`src/rtl/tsv_pkg.sv`:
```
package tsv_pkg;
    localparam int SEL_W  = 16;
    localparam int NSEG   = 6;
    localparam int IDX_W  = $clog2(NSEG);
    localparam int SEG_SS = 0;
    localparam int SEG_CS = 1;

    // descriptor type bit positions
    localparam int T_CODE = 3;
    localparam int T_CONF = 2;
    localparam int T_RW   = 1;
    localparam logic [3:0] LDT_TYPE = 4'h2;

    typedef enum logic [2:0] {
        S_IDLE,
        S_LIMIT,
        S_LDT,
        S_SEG,
        S_REPORT
    } tsv_state_t;

    function automatic logic sel_beyond(input logic [SEL_W-1:0] sel,
                                        input logic [SEL_W-1:0] lim);
        return {sel[SEL_W-1:3], 3'b111} > lim;
    endfunction
endpackage

```
`src/rtl/tsv_check_unit.sv`:
```
module tsv_check_unit
    import tsv_pkg::*;
#(
    parameter int LIM_W     = 32,
    parameter int MIN_LIMIT = 103
) (
    input  tsv_state_t                    state,
    input  logic [IDX_W-1:0]              seg_idx,
    input  logic [1:0]                    cpl,
    input  logic [SEL_W-1:0]              table_limit,
    input  logic [SEL_W-1:0]              tss_sel,
    input  logic [LIM_W-1:0]              tss_limit,
    input  logic [SEL_W-1:0]              ldt_sel,
    input  logic [3:0]                    ldt_type,
    input  logic                          ldt_present,
    input  logic [NSEG-1:0][SEL_W-1:0]    seg_sel,
    input  logic [NSEG-1:0][3:0]          seg_type,
    input  logic [NSEG-1:0][1:0]          seg_dpl,
    output logic                          fail,
    output logic [SEL_W-1:0]              fail_sel
);
    logic [NSEG-1:0] seg_fail;
    logic            limit_bad;
    logic            ldt_bad;

    assign limit_bad = tss_limit < LIM_W'(MIN_LIMIT);
    assign ldt_bad   = sel_beyond(ldt_sel, table_limit) | ~ldt_present
                     | (ldt_type != LDT_TYPE);

    for (genvar g = 0; g < NSEG; g++) begin : g_seg
        logic beyond;
        assign beyond = sel_beyond(seg_sel[g], table_limit);
        if (g == SEG_SS) begin : g_stack
            assign seg_fail[g] = beyond
                               | seg_type[g][T_CODE]
                               | ~seg_type[g][T_RW]
                               | (seg_dpl[g] != cpl)
                               | (seg_sel[g][1:0] != cpl);
        end else if (g == SEG_CS) begin : g_code
            logic priv_bad;
            assign priv_bad = seg_type[g][T_CONF] ? (seg_dpl[g] > cpl)
                                                  : (seg_dpl[g] != cpl);
            assign seg_fail[g] = beyond | ~seg_type[g][T_CODE] | priv_bad;
        end else begin : g_data
            assign seg_fail[g] = beyond
                               | (seg_type[g][T_CODE] & ~seg_type[g][T_RW]);
        end
    end

    always_comb begin
        fail     = 1'b0;
        fail_sel = '0;
        unique case (state)
            S_LIMIT: begin
                fail     = limit_bad;
                fail_sel = tss_sel;
            end
            S_LDT: begin
                fail     = ldt_bad;
                fail_sel = ldt_sel;
            end
            S_SEG: begin
                fail     = seg_fail[seg_idx];
                fail_sel = seg_sel[seg_idx];
            end
            default: begin
                fail     = 1'b0;
                fail_sel = '0;
            end
        endcase
    end
endmodule

```
`src/rtl/tsv_errcode.sv`:
```
module tsv_errcode
    import tsv_pkg::*;
(
    input  logic [SEL_W-1:0] sel,
    input  logic             ext,
    output logic [SEL_W-1:0] code
);
    assign code = {sel[SEL_W-1:3], 2'b00, ext};
endmodule

```
`src/rtl/tsv_top.sv`:
```
module tsv_top
    import tsv_pkg::*;
#(
    parameter int LIM_W     = 32,
    parameter int MIN_LIMIT = 103
) (
    input  logic                       clk,
    input  logic                       rst_n,
    input  logic                       start,
    input  logic                       ext_evt,
    input  logic [1:0]                 new_cpl,
    input  logic [SEL_W-1:0]           table_limit,
    input  logic [SEL_W-1:0]           tss_sel,
    input  logic [LIM_W-1:0]           tss_limit,
    input  logic [SEL_W-1:0]           ldt_sel,
    input  logic [3:0]                 ldt_type,
    input  logic                       ldt_present,
    input  logic [NSEG-1:0][SEL_W-1:0] seg_sel,
    input  logic [NSEG-1:0][3:0]       seg_type,
    input  logic [NSEG-1:0][1:0]       seg_dpl,
    output logic                       done,
    output logic                       fault,
    output logic                       commit,
    output logic [SEL_W-1:0]           err_code
);
    localparam int NCHK  = NSEG + 2;
    localparam int CNT_W = $clog2(NCHK + 2);
    localparam logic [IDX_W-1:0] LAST_SEG = IDX_W'(NSEG - 1);

    tsv_state_t state_q, state_d;

    // snapshot captured at start
    logic                       ext_q;
    logic [1:0]                 cpl_q;
    logic [SEL_W-1:0]           tlim_q;
    logic [SEL_W-1:0]           tss_sel_q;
    logic [LIM_W-1:0]           tss_lim_q;
    logic [SEL_W-1:0]           ldt_sel_q;
    logic [3:0]                 ldt_type_q;
    logic                       ldt_pres_q;
    logic [NSEG-1:0][SEL_W-1:0] seg_sel_q;
    logic [NSEG-1:0][3:0]       seg_type_q;
    logic [NSEG-1:0][1:0]       seg_dpl_q;

    logic [IDX_W-1:0] seg_idx_q;
    logic             fail_q;
    logic [SEL_W-1:0] code_q;

    logic             chk_fail;
    logic [SEL_W-1:0] chk_sel;
    logic [SEL_W-1:0] chk_code;

    tsv_check_unit #(
        .LIM_W     (LIM_W),
        .MIN_LIMIT (MIN_LIMIT)
    ) u_check (
        .state       (state_q),
        .seg_idx     (seg_idx_q),
        .cpl         (cpl_q),
        .table_limit (tlim_q),
        .tss_sel     (tss_sel_q),
        .tss_limit   (tss_lim_q),
        .ldt_sel     (ldt_sel_q),
        .ldt_type    (ldt_type_q),
        .ldt_present (ldt_pres_q),
        .seg_sel     (seg_sel_q),
        .seg_type    (seg_type_q),
        .seg_dpl     (seg_dpl_q),
        .fail        (chk_fail),
        .fail_sel    (chk_sel)
    );

    tsv_errcode u_code (
        .sel  (chk_sel),
        .ext  (ext_q),
        .code (chk_code)
    );

    // next-state logic
    always_comb begin
        state_d = state_q;
        unique case (state_q)
            S_IDLE:   if (start) state_d = S_LIMIT;
            S_LIMIT:  state_d = chk_fail ? S_REPORT : S_LDT;
            S_LDT:    state_d = chk_fail ? S_REPORT : S_SEG;
            S_SEG:    if (chk_fail || seg_idx_q == LAST_SEG) state_d = S_REPORT;
            S_REPORT: state_d = S_IDLE;
            default:  state_d = S_IDLE;
        endcase
    end

    // state register
    always_ff @(posedge clk or negedge rst_n) begin
        if (!rst_n) state_q <= S_IDLE;
        else        state_q <= state_d;
    end

    // capture and progress registers
    always_ff @(posedge clk or negedge rst_n) begin
        if (!rst_n) begin
            ext_q      <= 1'b0;
            cpl_q      <= '0;
            tlim_q     <= '0;
            tss_sel_q  <= '0;
            tss_lim_q  <= '0;
            ldt_sel_q  <= '0;
            ldt_type_q <= '0;
            ldt_pres_q <= 1'b0;
            seg_sel_q  <= '0;
            seg_type_q <= '0;
            seg_dpl_q  <= '0;
            seg_idx_q  <= '0;
            fail_q     <= 1'b0;
            code_q     <= '0;
        end else if (state_q == S_IDLE) begin
            if (start) begin
                ext_q      <= ext_evt;
                cpl_q      <= new_cpl;
                tlim_q     <= table_limit;
                tss_sel_q  <= tss_sel;
                tss_lim_q  <= tss_limit;
                ldt_sel_q  <= ldt_sel;
                ldt_type_q <= ldt_type;
                ldt_pres_q <= ldt_present;
                seg_sel_q  <= seg_sel;
                seg_type_q <= seg_type;
                seg_dpl_q  <= seg_dpl;
                seg_idx_q  <= '0;
                fail_q     <= 1'b0;
                code_q     <= '0;
            end
        end else if (state_q != S_REPORT) begin
            if (chk_fail) begin
                fail_q <= 1'b1;
                code_q <= chk_code;
            end else if (state_q == S_SEG) begin
                seg_idx_q <= seg_idx_q + 1'b1;
            end
        end
    end

    // outputs
    always_comb begin
        done     = 1'b0;
        fault    = 1'b0;
        commit   = 1'b0;
        err_code = '0;
        unique case (state_q)
            S_REPORT: begin
                done     = 1'b1;
                fault    = fail_q;
                commit   = ~fail_q;
                err_code = fail_q ? code_q : '0;
            end
            default: begin
                done     = 1'b0;
                fault    = 1'b0;
                commit   = 1'b0;
                err_code = '0;
            end
        endcase
    end

    // cycles spent in check states, for the bounded-walk assertion
    logic [CNT_W-1:0] walk_cnt;
    always_ff @(posedge clk or negedge rst_n) begin
        if (!rst_n)                                        walk_cnt <= '0;
        else if (state_q == S_IDLE || state_q == S_REPORT) walk_cnt <= '0;
        else                                               walk_cnt <= walk_cnt + 1'b1;
    end

    AST_START_TAKEN: assert property (@(posedge clk) disable iff (!rst_n)
        (state_q == S_IDLE && start) |=> (state_q == S_LIMIT));
    AST_WALK_BOUNDED: assert property (@(posedge clk) disable iff (!rst_n)
        walk_cnt <= CNT_W'(NCHK));
    AST_NO_RESTART: assert property (@(posedge clk) disable iff (!rst_n)
        (state_q == S_LDT || state_q == S_SEG) |=> (state_q != S_LIMIT));
    AST_DONE_PULSE: assert property (@(posedge clk) disable iff (!rst_n)
        done |=> !done);
    AST_EXCLUSIVE: assert property (@(posedge clk) disable iff (!rst_n)
        !(fault && commit));
    AST_COMMIT_CLEAN: assert property (@(posedge clk) disable iff (!rst_n)
        commit |-> (err_code == '0));
    AST_CODE_FORMAT: assert property (@(posedge clk) disable iff (!rst_n)
        fault |-> (err_code[2:1] == 2'b00));
    AST_QUIET_CODE: assert property (@(posedge clk) disable iff (!rst_n)
        !fault |-> (err_code == '0));
endmodule

```
`config.mk`:
```
export PLATFORM = sky130hd
export DESIGN_NAME = tsv_top
export DESIGN_NICKNAME = d
export VERILOG_FILES = /design/src/rtl/tsv_pkg.sv /design/src/rtl/tsv_check_unit.sv /design/src/rtl/tsv_errcode.sv /design/src/rtl/tsv_top.sv
export SDC_FILE = /design/constraint.sdc
export NUM_CORES = 1
export LEC_CHECK = 0
export ABC_AREA = 1
export BUFFER_PORTS_ARGS = -buffer_cell sky130_fd_sc_hd__buf_2
export CORE_MARGIN = 1
export CORE_UTILIZATION = 44
export CTS_BUF_LIST = sky130_fd_sc_hd__clkbuf_16
export DETAILED_ROUTE_END_ITERATION = 7
export GPL_TIMING_DRIVEN = 0
export PLACE_DENSITY = 0.74
export SYNTH_ARGS = -nofsm -noshare
export SYNTH_HDL_FRONTEND = slang
export SYNTH_HIERARCHICAL = 1
export SYNTH_SLANG_ARGS = --single-unit
```
`constraint.sdc`:
```
create_clock -name clk -period 2.1 [get_ports clk]
set_input_delay 0.42 -clock clk [delete_from_list [all_inputs] [get_ports clk]]
set_output_delay 0.42 -clock clk [all_outputs]
set_load 0.01 [all_outputs]
```
Yosys cells after proc, flatten, opt, wreduce, memory -nomap -nowiden
Cells that the tools add are included.
{ "classes": {"addsub": 1, "order_cmp": 10, "eq_ne": 13, "muxes": 30, "n_bitwise": 24, "n_reduce_logical": 9} }
{ "op_table": {"columns": ["operator", "n"], "rows": [
  ["> comparator 16 bit", 7],
  ["two-way mux 16 bit", 7],
  ["binary-select mux 16 bit (select 3 bit)", 1],
  ["case mux 16 bit (3 select lines)", 1],
  ["less-than comparator 32 x 7 -> 1 bit, second input constant", 1],
  ["two-way mux 3 bit", 9],
  ["OR 1 bit", 12],
  ["case mux 3 bit (4 select lines)", 1],
  ["two-way mux 1 bit", 9],
  ["inverter 1 bit", 8],
  ["== test 3 x 2 -> 1 bit, second input constant", 2],
  ["== test 3 bit, second input constant", 2],
  ["!= test 2 bit", 3],
  ["nonzero test 2 bit", 3],
  ["AND 1 bit", 4],
  ["less-than comparator 3 x 4 -> 1 bit, second input constant", 1],
  ["!= test 2 bit, second input constant", 2],
  ["!= test 4 x 2 -> 1 bit, second input constant", 1],
  ["AND reduction 2 bit", 2],
  ["AND reduction 4 bit", 1],
  ["adder 3 x 1 -> 3 bit, second input constant", 1],
  ["binary-select mux 1 bit (select 3 bit)", 1],
  ["== test 3 x 1 -> 1 bit, second input constant", 1],
  ["zero test 3 bit", 1],
  ["6 further kinds", 6]
]} }
{ "word_totals": {"reg_bits": 235, "input_bits": 223, "output_inout_bits": 19, "wordCells": 113} }

Longest topological paths before layout
Gate-level depths: netlist of the first run.
{ "depth": {"ltp_word": 11, "mapped_depth": 19, "depth_no_buf": 19} }

By module
The synthesis of the first run kept the hierarchy.
{ "modules_own_cells": {"columns": ["module", "instances", "cells_per_inst", "area_each_um2", "seq_area_each_um2"], "rows": [
  ["tsv_top", 1, 1091, 9444.1, 6080.8],
  ["tsv_check_unit", 1, 668, 3771.1, 0.0],
  ["tsv_errcode", 1, 17, 123.9, 0.0]
]} }

Worst setup path before layout of the first run
OpenSTA, ideal clock, no wires.
{ "synth_timing": {"path_kind": "reg2reg", "start": "reg tlim_q[15]", "end": "reg seg_idx_q[0]", "setup_ps": 66, "t_arrival_ps": 2121, "t_required_ps": 2034, "slack_ps": -87, "stages_incl_launch_ff": 18, "n_path_buf": 0, "synth_period_minus_slack_ps": 2187, "path_cell_list": "dfrtp_1 > inv_1 > ha_1 > nand2_1 > o21bai_1 > nand2_1 > a21oi_1 > nand2_1 > nand2_1 > nand2_1 > nand3_1 > nand3_1 > nand2_1 > nand2_1 > nor2_1 > nand2_1 > or2_2 > nand2_1"} }
{ "synth_via": {"elab_chain_cells": 10, "elab_cells_between_ends": 24, "classes_between": "7 x order compare; 1 x eq/ne; 3 x mux; 12 x bitwise; 1 x reduce/logical"} }
{ "synth_rtl": {"columns": ["element", "line_no", "source"], "rows": [
  ["start, declared", "tsv_top.sv:35", "logic [SEL_W-1:0] tlim_q;"],
  ["start signal, assigned", "tsv_top.sv:119", "tlim_q <= table_limit;"],
  ["> comparator 16 bit", "tsv_pkg.sv:24", "return {sel[SEL_W-1:3], 3'b111} > lim;"],
  ["OR 1 bit", "tsv_check_unit.sv:35", "| seg_type[g][T_CODE]"],
  ["OR 1 bit", "tsv_check_unit.sv:36", "| ~seg_type[g][T_RW]"],
  ["OR 1 bit", "tsv_check_unit.sv:37", "| (seg_dpl[g] != cpl)"],
  ["OR 1 bit", "tsv_check_unit.sv:38", "| (seg_sel[g][1:0] != cpl);"],
  ["binary-select mux 1 bit (select 3 bit)", "tsv_check_unit.sv:63", "fail = seg_fail[seg_idx];"],
  ["two-way mux 1 bit (not written as such)", "tsv_check_unit.sv:63", null],
  ["case mux 1 bit (3 select lines) (*)", "tsv_check_unit.sv:53", "unique case (state)"],
  ["net chk_fail", "tsv_top.sv:49", "logic chk_fail;"],
  ["!= test 2 x 1 -> 1 bit (no source line) (*)", null, null],
  ["AND reduction 4 bit (no source line) (*)", null, null],
  ["end signal, assigned", "tsv_top.sv:137", "seg_idx_q <= seg_idx_q + 1'b1;"],
  ["end, declared", "tsv_top.sv:45", "logic [IDX_W-1:0] seg_idx_q;"]
]} }
Mark *: on every way through the listed nets, which the timed path passes. The rest lies on a longest branch. The select of a mux whose other input is x is not followed.
A chain may end at the register's enable or synchronous reset.

Worst setup path in the final report of the first run
{ "layout_timing": {"start": "reg tlim_q[11]", "end": "reg state_q[0]"} }
{ "layout_via": {"elab_chain_cells": 11, "elab_cells_between_ends": 27, "classes_between": "7 x order compare; 1 x eq/ne; 5 x mux; 12 x bitwise; 2 x reduce/logical"} }
{ "layout_rtl": {"columns": ["element", "line_no", "source"], "rows": [
  ["> comparator 16 bit", "tsv_pkg.sv:24", null],
  ["OR 1 bit", "tsv_check_unit.sv:35", null],
  ["OR 1 bit", "tsv_check_unit.sv:36", null],
  ["OR 1 bit", "tsv_check_unit.sv:37", null],
  ["OR 1 bit", "tsv_check_unit.sv:38", null],
  ["binary-select mux 1 bit (select 3 bit)", "tsv_check_unit.sv:63", null],
  ["two-way mux 1 bit (not written as such)", "tsv_check_unit.sv:63", null],
  ["case mux 1 bit (3 select lines) (*)", "tsv_check_unit.sv:53", null],
  ["net chk_fail", "tsv_top.sv:49", null],
  ["logical OR 1 bit", "tsv_top.sv:86", "S_SEG: if (chk_fail || seg_idx_q == LAST_SEG) state_d = S_REPORT;"],
  ["!= test 2 bit (no source line)", null, null],
  ["AND reduction 2 bit (no source line)", null, null],
  ["end signal, assigned", "tsv_top.sv:95", "else state_q <= state_d;"],
  ["end, declared", "tsv_top.sv:30", "tsv_state_t state_q, state_d;"]
]} }
Marks and branches as above.

==> impl_metrics.toml, run 1 <==
[timing]
rsz0062_at_grt = "yes"
max-slew-margin-rel_pct = 49.4
fmax_ghz = 0.376
min_period_ns = 2.66
finalSetupViolations = 24
finClkSkew_ns = 0.0118
hold_violations = 0
fin_crit_sh_pct = 127
slew_violations = 0
setup_slack_ns = -0.558
worst_pin_slew_ns = 0.759

[worst_setup_path]
cpPeakStageDelay_ns = 0.40
required_ns = 2.54
path_class = "flip-flop to flip-flop"
crit_fanout = 7
crit_top_cell = "nand2_1"
crit_path_start_kind = "flip-flop"
path_delay_family = "simple AND/OR/NAND/NOR gates"
cp.arrival_ns = 3.10
endpoint_kind = "flip-flop"
slowest_stage = "dfrtp_1"
path_cells = "clkinv_4 -> buf_4 -> ha_1 -> nand2_1 -> o21ai_1 -> a21oi_1 -> nand2_1 -> nand2_1 -> a21oi_2 -> nor2_2 -> nand2_4 -> nor2_4 -> buf_4 -> nand3_2 -> a21oi_2"
cp_num_buf_inv = 3

[power]
power.density_nw_per_um2 = 1630
peakVddDrop_v = 0.000827
power_mw = 24.2
p_leak_nw = 8.08

[placement]
hpwl_um = 26200
io_buffers = 199
place.gp.congestion = 0.958
place_area_um2 = 13100
post-place-ws_ns = -0.624

[yosys]
netlist_instances = 1569
avgSynthCellArea_um2 = 7.42
yosysWarnings = 6
netlist_area_um2 = 11600

[final_layout]
layout.cell_area.non_filler_um2 = 14900
final_nets = 2146
drive_above_1_share_pct = 26.7
fillers = 2356
areaGrowthSynthToFinish_pct = 28.2
fin_util_pct = 57.4
regArea_um2 = 5030
multi_input_area_um2 = 6330
n_antenna_cell = 0

[cts]
clk_path_buf_depth = 3
path_clk_slew_ns = 0.06
clock-sinks = 201
cts-root-buf = "clkbuf_16"
insertion_delay_ns = 0.53
cts_buffers = 23
cts_max_level = 1
cts_tree = "done"

[floorplan]
row_count = 59
design.core.area_um2 = 26000
start_util_pct = 44.8
ios = 242
die-area_um2 = 27100
fp.dieW_um = 165
dieHeight_um = 165

[detailed_routing]
drc = 0
vias = 11333
wire_per_inst_um = 16.9
drt_wl_total_um = 36700
drtIter0Drc = 991
vias_per_cell = 5.21
firstDrtPassIters = 5
ant_nets = 0

[global_routing]
grt_max_degree = 107
grt_pass1_vias = 10661
track_usage_pct = 26.4
overflow = 0
grt_pass1_wl_um = 55000
antenna_found_initial = 0

[min_path]
hp-class = "input pin to flip-flop"

[run]
cap_violations = 0

[run_status]
status = "finished with violations"
violations = "negative setup slack"
worst paths after layout:
path                       slack (ns)  depth (start not counted)                         to                      from
max                             -0.56                         15     state_q[0]$_DFFE_PN0P_    tlim_q[11]$_DFFE_PN0P_
min                              0.08                          3  tss_lim_q[22]$_DFFE_PN0P_             tss_limit[22]
max reg2reg                     -0.56                         15     state_q[0]$_DFFE_PN0P_    tlim_q[11]$_DFFE_PN0P_
min reg2reg                      0.47                          2   tss_lim_q[9]$_DFFE_PN0P_  tss_lim_q[9]$_DFFE_PN0P_
max in group asynchronous        0.63                          3  seg_sel_q[60]$_DFFE_PN0P_                     rst_n
min in group asynchronous        0.50                          2         fail_q$_DFFE_PN0P_                     rst_n
placed cells by master (no fill, tap or decap), types with 3 or more instances in the layout:
cell / instances
clkinvlp_4: 4
buf_8: 3
ha_4: 15
nand4_1: 21
dfrtp_1: 199
nand2_4: 6
or2_2: 4
bufinv_16: 3
ha_1: 79
a21oi_1: 40
buf_12: 3
nor2_2: 7
clkbuf_1: 8
o21ai_1: 37
nor3_4: 3
nor2_4: 17
buf_6: 22
inv_2: 12
nor4_1: 7
inv_4: 7
inv_1: 68
nand2_1: 740
nand3_2: 19
nor2_1: 64
o21ai_0: 22
o22ai_1: 12
clkbuf_16: 24
nand3_1: 35
buf_4: 58
nand2_2: 29
nor3_1: 4
clkinv_2: 7
buf_2: 225
a21oi_2: 6
metrics by stage:
stage	TNS, ns	hold slack, ns	cells
finish	-9.47	0.0815	2175
floorplan	0	0.124	1570
global route	-12.08	0.0789	2175
global placement	-550.68	0.455	2104
detailed placement	-11.77	0.460	2105
CTS	-6.48	0.0653	2164
timing repair:
action,in CTS,in global routing
setup buffers,20,10
gates resized for setup,71,104
pin swaps,32,49
endpoints found under the hold margin,95,0
endpoints found under the setup margin,42,33
hold buffers,1,0
cloned,3,1
power breakdown:
group          leakage (nW)  switching (mW)  total, mW  internal (mW)
combinational          5.18            7.68       12.8           5.11
clock                 0.371            1.63       3.99           2.36
sequential             2.53            1.81       7.48           5.66
total                  8.08            11.1       24.2           13.1
sequential cells by signal (all words and copies together) (netlist names), 2 cells and up:
register and count:
seg_sel_q 80, tss_lim_q 32, code_q 16, tlim_q 16, ldt_sel_q 13, tss_sel_q 13, seg_type_q 12, ldt_type_q 4
seg_dpl_q 4, seg_idx_q 3, state_q 3, cpl_q 2
worst register-to-register path, cell delays in order, from the launching register on:
cell and delay, ns:
dfrtp_1 0.40, clkinv_4 0.13, buf_4 0.16, ha_1 0.29
nand2_1 0.16, o21ai_1 0.08, a21oi_1 0.19, nand2_1 0.09
nand2_1 0.10, a21oi_2 0.06, nor2_2 0.19, nand2_4 0.12
nor2_4 0.16, buf_4 0.14, nand3_2 0.11, a21oi_2 0.20
metal layers:
metal  part of all wire (%)  track usage [%]  up-vias
met4                    4.2             9.72        0
met2                     44             40.9      523
met1                     43             37.8     5238
li1                       -                -     5464
met5                      0                0        -
met3                    8.5             3.42      108
cell type report:
type,instances,share of cell area (%)
multi-input combinational,1187,42.5
timing repair buffer,233,9.67
inverter,91,2.58
clock inverter,14,1.07
buffer,91,3.83
tap,335,2.81
sequential,201,33.7
clock buffer,23,3.86
(Power assumes the default switching activity.)
==> run 2, diff against run 1 <==
- ABC_AREA: 1 -> 0
==> run 2 against run 1 <==
- the run still ends with negative setup slack left
- cell count fell by 13%
- combinational power fell by 3%
- synthesized cell count fell by 18%
- fmax fell by 19%
- utilization barely moved
- clock skew rose by 0.0044 ns
- hold slack improved by 0.012 ns
- non-clock buffer count rose by 5
- first-iteration DRC count fell by 18%
- synthesized area fell by 3.3%
- flip-flop and latch count did not move
==> impl_metrics.toml, run 2 <==
[timing]
min_period_ns = 3.29
fin_crit_sh_pct = 156
setup_slack_ns = -1.19
fin_setup_tns_ns = -27.26
hold_slack_ns = 0.0932
slew_violations = 0
fmax_ghz = 0.304
worst_pin_slew_ns = 0.655
rsz0062_at_grt = "yes"
hold_violations = 0
max-slew-margin-rel_pct = 56.3
finalSetupViolations = 40
finClkSkew_ns = 0.0162

[worst_setup_path]
cpPeakStageDelay_ns = 0.57
cp.arrival_ns = 3.69
endpoint_kind = "flip-flop"
path_delay_family = "simple AND/OR/NAND/NOR gates"
cp_num_buf_inv = 4
crit_fanout = 6
crit_path_start_kind = "flip-flop"
path_class = "flip-flop to flip-flop"
path_cells = "inv_4 -> ha_4 -> nand4_1 -> or4_4 -> mux2i_2 -> a21oi_2 -> nor3_2 -> o32a_4 -> o311ai_4 -> o21a_1 -> clkbuf_8 -> buf_4 -> clkbuf_16 -> a22o_1"
required_ns = 2.51
slowest_stage = "or4_4"

[placement]
place.gp.congestion = 0.924
io_buffers = 199
place_inst = 1815
hpwl_um = 25300

[cts]
clk_path_buf_depth = 3
clock-sinks = 201
cts_buffers = 23
path_clk_slew_ns = 0.06
cts-root-buf = "clkbuf_16"
cts_tree = "done"
insertion_delay_ns = 0.52
cts_max_level = 1

[global_routing]
overflow = 0
antenna_found_initial = 0
track_usage_pct = 26.8
grt_pass1_wl_um = 54100
grt_pass1_vias = 10008
grt_max_degree = 120

[final_layout]
final_common_cell = "nand2_1"
final_nets = 1863
fin_util_pct = 57.4
post_layout_nonfiller_instances = 1889
final_cell_mix = "nand2_1, buf_2, dfrtp_1"
drive_above_1_share_pct = 27.6
areaGrowthSynthToFinish_pct = 28.1
n_antenna_cell = 0
largest-register = "seg_sel_q"
reg_top3 = "seg_sel_q (80), tss_lim_q (32)"
largest_register_ffs = 80

[floorplan]
ios = 242
fp.dieW_um = 162
start_util_pct = 44.8
die-area_um2 = 26200
dieHeight_um = 162
row_count = 58
design.core.area_um2 = 25100

[run_status]
violations = "negative setup slack"
status = "finished with violations"

[yosys]
avgSynthCellArea_um2 = 8.76
netlist_instances = 1284
netlist_area_um2 = 11200
yosysWarnings = 6

[detailed_routing]
firstDrtPassIters = 5
drc = 0
vias = 10120
drtIter0Drc = 813
vias_per_cell = 5.36
wire_per_inst_um = 18.5
drt_wl_total_um = 35000
ant_nets = 0

[power]
p_leak_nw = 7.45
power_mw = 23.9
peakVddDrop_v = 0.000618
power.density_nw_per_um2 = 1660

[min_path]
hp-class = "input pin to flip-flop"

[run]
cap_violations = 0
[run 2: path summary, 6_finish.rpt]
kind,from,to,slack [ns],cells past startpoint
min,seg_dpl[2],seg_dpl_q[2]$_DFFE_PN0P_,0.09,3
max in group asynchronous,rst_n,seg_sel_q[38]$_DFFE_PN0P_,0.60,3
max reg2reg,tlim_q[11]$_DFFE_PN0P_,code_q[14]$_DFFE_PN0P_,-1.19,14
min reg2reg,ldt_type_q[2]$_DFFE_PN0P_,ldt_type_q[2]$_DFFE_PN0P_,0.48,2
max,tlim_q[11]$_DFFE_PN0P_,code_q[14]$_DFFE_PN0P_,-1.19,14
min in group asynchronous,rst_n,tss_lim_q[1]$_DFFE_PN0P_,0.47,2
[run 2: cell type report]
cell class	instances	area (um2)
timing repair buffer	237	1440
tap	330	413
inverter	29	138
multi-input combinational	961	6030
clock buffer	23	576
buffer	92	638
fill	2231	10700
clock inverter	16	145
sequential	201	5030
[run 2: worst register-to-register path, delay by kind of cell, from the launching register on]
kind | cells | cell delay, ns
simple gates | 3 | 0.95
mux | 1 | 0.18
fa+ha+maj | 1 | 0.30
buf+inv | 4 | 0.56
compound gates | 5 | 0.78
flops | 1 | 0.40
[run 2: what timing repair did]
action | 4_1_cts | 5_1_grt
endpoints found under the setup margin | 113 | 185
resized for setup | 59 | 34
endpoints found under the hold margin | 82 | 0
gates cloned | 1 | 2
hold buffers | 1 | 0
buffers inserted | 26 | 8
pin swaps | 23 | 14
[run 2: report_power, final]
part / total (mW) / leakage [nW] / internal [mW] / switching (mW)
logic: 12.4 / 4.57 / 5.62 / 6.77
clock network: 3.95 / 0.365 / 2.34 / 1.61
registers: 7.59 / 2.51 / 5.73 / 1.86
total: 23.9 / 7.45 / 13.7 / 10.2
[run 2: routing by layer]
metal  vias up  track usage (%)  routed length (um)
met5         -             1.70                  55
met4         2             10.2                1330
met3        82             4.32                2710
met2       424             41.8               15600
met1      4798             37.3               15300
li1       4814                -                   -
[run 2: through the flow]
| stage | setup WS, ns | area (um2) |
|---|---|---|
| 6_report | -1.19 | 14400 |
| 5_1_grt | -1.47 | 14400 |
| 4_1_cts | -1.06 | 14200 |
| 3_5_place_dp | -1.26 | 12900 |
| 3_3_place_gp | -3.00 | 12900 |
| 2_1_floorplan | -0.664 | 11500 |
==> run 3, diff against run 2 <==
- CORE_UTILIZATION: 44 -> 35
- PLACE_DENSITY: 0.74 -> 0.63
==> run 3 against run 2 <==
- the flow still finishes with violations (negative setup slack)
- cell count rose by 4.1%
- critical path depth unchanged
- combinational power barely moved
- global-route usage is 4.9 points lower
- fmax increased by 1.4%
- utilization down 11 points
- routed wire length up 3.3%
- clock skew is 0.010 ns higher
- hold slack worse by 0.011 ns
- register-to-register slack gained 0.05 ns
==> impl_metrics.toml, run 3 (synthesis gave the netlist of run 2 again) <==
[run_status]
status = "finished with violations"
violations = "negative setup slack"

[power]
p_leak_nw = 7.54
power.density_nw_per_um2 = 1640
peakVddDrop_v = 0.000677

[global_routing]
overflow = 0
grt_pass1_wl_um = 55000
grt_max_degree = 118
grt_pass1_vias = 9821
track_usage_pct = 21.9
antenna_found_initial = 0

[floorplan]
fp.dieW_um = 181
design.core.area_um2 = 31600
die-area_um2 = 32900
start_util_pct = 35.7
dieHeight_um = 181
row_count = 65
ios = 242

[cts]
cts-root-buf = "clkbuf_16"
clock-sinks = 201
cts_tree = "done"
cts_max_level = 1
path_clk_slew_ns = 0.06
clk_path_buf_depth = 3
insertion_delay_ns = 0.53
cts_buffers = 23

[final_layout]
final_common_cell = "nand2_1"
post_layout_nonfiller_instances = 1966
layout.cell_area.non_filler_um2 = 14700
areaGrowthSynthToFinish_pct = 30.9
final_nets = 1868
reg_top3 = "seg_sel_q (80), tss_lim_q (32)"
final_cell_mix = "nand2_1, buf_2, dfrtp_1"
largest_register_ffs = 80
drive_above_1_share_pct = 28.3
n_antenna_cell = 0
largest-register = "seg_sel_q"

[worst_setup_path]
r2r_cells = 14
path_class = "flip-flop to flip-flop"
required_ns = 2.50
critPathLaunch = "tlim_q[11]$_DFFE_PN0P_"
crit_fanout = 5
r2r-start = "tlim_q[11]$_DFFE_PN0P_"
endpoint_kind = "flip-flop"
reg2reg_to = "code_q[7]$_DFFE_PN0P_"
cp.arrival_ns = 3.63
reg2reg_slack_ns = -1.14
critPathCapture = "code_q[7]$_DFFE_PN0P_"
crit_path_start_kind = "flip-flop"

[detailed_routing]
vias = 9956
firstDrtPassIters = 5
drc = 0
ant_nets = 0
drtIter0Drc = 927
vias_per_cell = 5.06
drt_wl_total_um = 36100
wire_per_inst_um = 18.4

[timing]
fin_setup_tns_ns = -26.03
worst_pin_slew_ns = 0.715
hold_slack_ns = 0.0824
hold_violations = 0
slew_violations = 0
min_period_ns = 3.24
setup_slack_ns = -1.14
max-slew-margin-rel_pct = 52.3
rsz0062_at_grt = "yes"
finalSetupViolations = 61
finClkSkew_ns = 0.0262
fmax_ghz = 0.309
fin_crit_sh_pct = 154

[placement]
place_area_um2 = 13000
hpwl_um = 27200
io_buffers = 199
place.gp.congestion = 0.925
place_inst = 1887

[min_path]
hp-class = "input pin to flip-flop"

[run]
cap_violations = 0
run 3: worst min-delay path by stage:
stage                               startpoint                          to  slack (ns)  cells past startpoint
detailed placement                       rst_n      code_q[11]$_DFFE_PN0P_        0.46                      1
global placement    seg_type_q[15]$_DFFE_PN0P_  seg_type_q[15]$_DFFE_PN0P_        0.46                      2
floorplan                                rst_n       code_q[0]$_DFFE_PN0P_        0.12                      0
CTS                                seg_sel[54]   seg_sel_q[54]$_DFFE_PN0P_        0.07                      3
global route                       seg_sel[23]   seg_sel_q[23]$_DFFE_PN0P_        0.08                      3
finish                             seg_sel[23]   seg_sel_q[23]$_DFFE_PN0P_        0.08                      3
run 3: final cells by class:
| type | count | area [um2] |
|---|---|---|
| Fill cell | 3050 | 16800 |
| Sequential cell | 201 | 5030 |
| Tap cell | 402 | 503 |
| Multi-Input combinational cell | 961 | 6050 |
| Clock buffer | 23 | 576 |
| Clock inverter | 16 | 181 |
| Timing Repair Buffer | 241 | 1600 |
| Inverter | 29 | 136 |
| Buffer | 93 | 651 |
run 3: metrics by stage:
step           utilization, %  setup slack [ns]  power [mW]
6_report                 46.7             -1.14        24.2
5_1_grt                  46.7             -1.27        26.0
4_1_cts                  44.7             -1.10        23.0
3_5_place_dp             41.3             -1.53        18.0
3_3_place_gp             41.1             -3.15        17.6
2_1_floorplan               -            -0.664        14.6
run 3: worst max-delay path, stage by stage (launching register included):
cell and delay, ns:
dfrtp_1 0.40, clkinv_4 0.10, ha_4 0.29, nand4_1 0.15
or4_4 0.52, mux2i_1 0.18, a21oi_2 0.09, nor3_2 0.26
o32a_4 0.23, o311ai_4 0.11, o21a_1 0.16, buf_8 0.13
buf_12 0.12, clkbuf_16 0.15, a22o_1 0.20
run 3: repair_timing:
item / CTS / global route
gates cloned: 1 / 2
setup endpoints to repair: 90 / 183
hold buffers: 1 / 0
resized for setup: 43 / 71
pin swaps: 15 / 37
setup buffers: 16 / 21
endpoints found under the hold margin: 84 / 0
run 3: per-layer routing:
layer | up-vias | share of wire (%) | GRT usage [%]
li1 | 4826 | - | -
met1 | 4728 | 45 | 30.1
met2 | 332 | 45 | 35.0
met3 | 70 | 6.9 | 3.75
met4 | 0 | 2.8 | 6.78
met5 | - | 0 | 0
run 3: power breakdown:
part	total [mW]	leakage, nW	internal (mW)	switching (mW)
Sequential	7.61	2.51	5.73	1.88
Clock	4.11	0.381	2.47	1.64
Combinational	12.4	4.64	5.77	6.66
Total	24.2	7.54	14.0	10.2
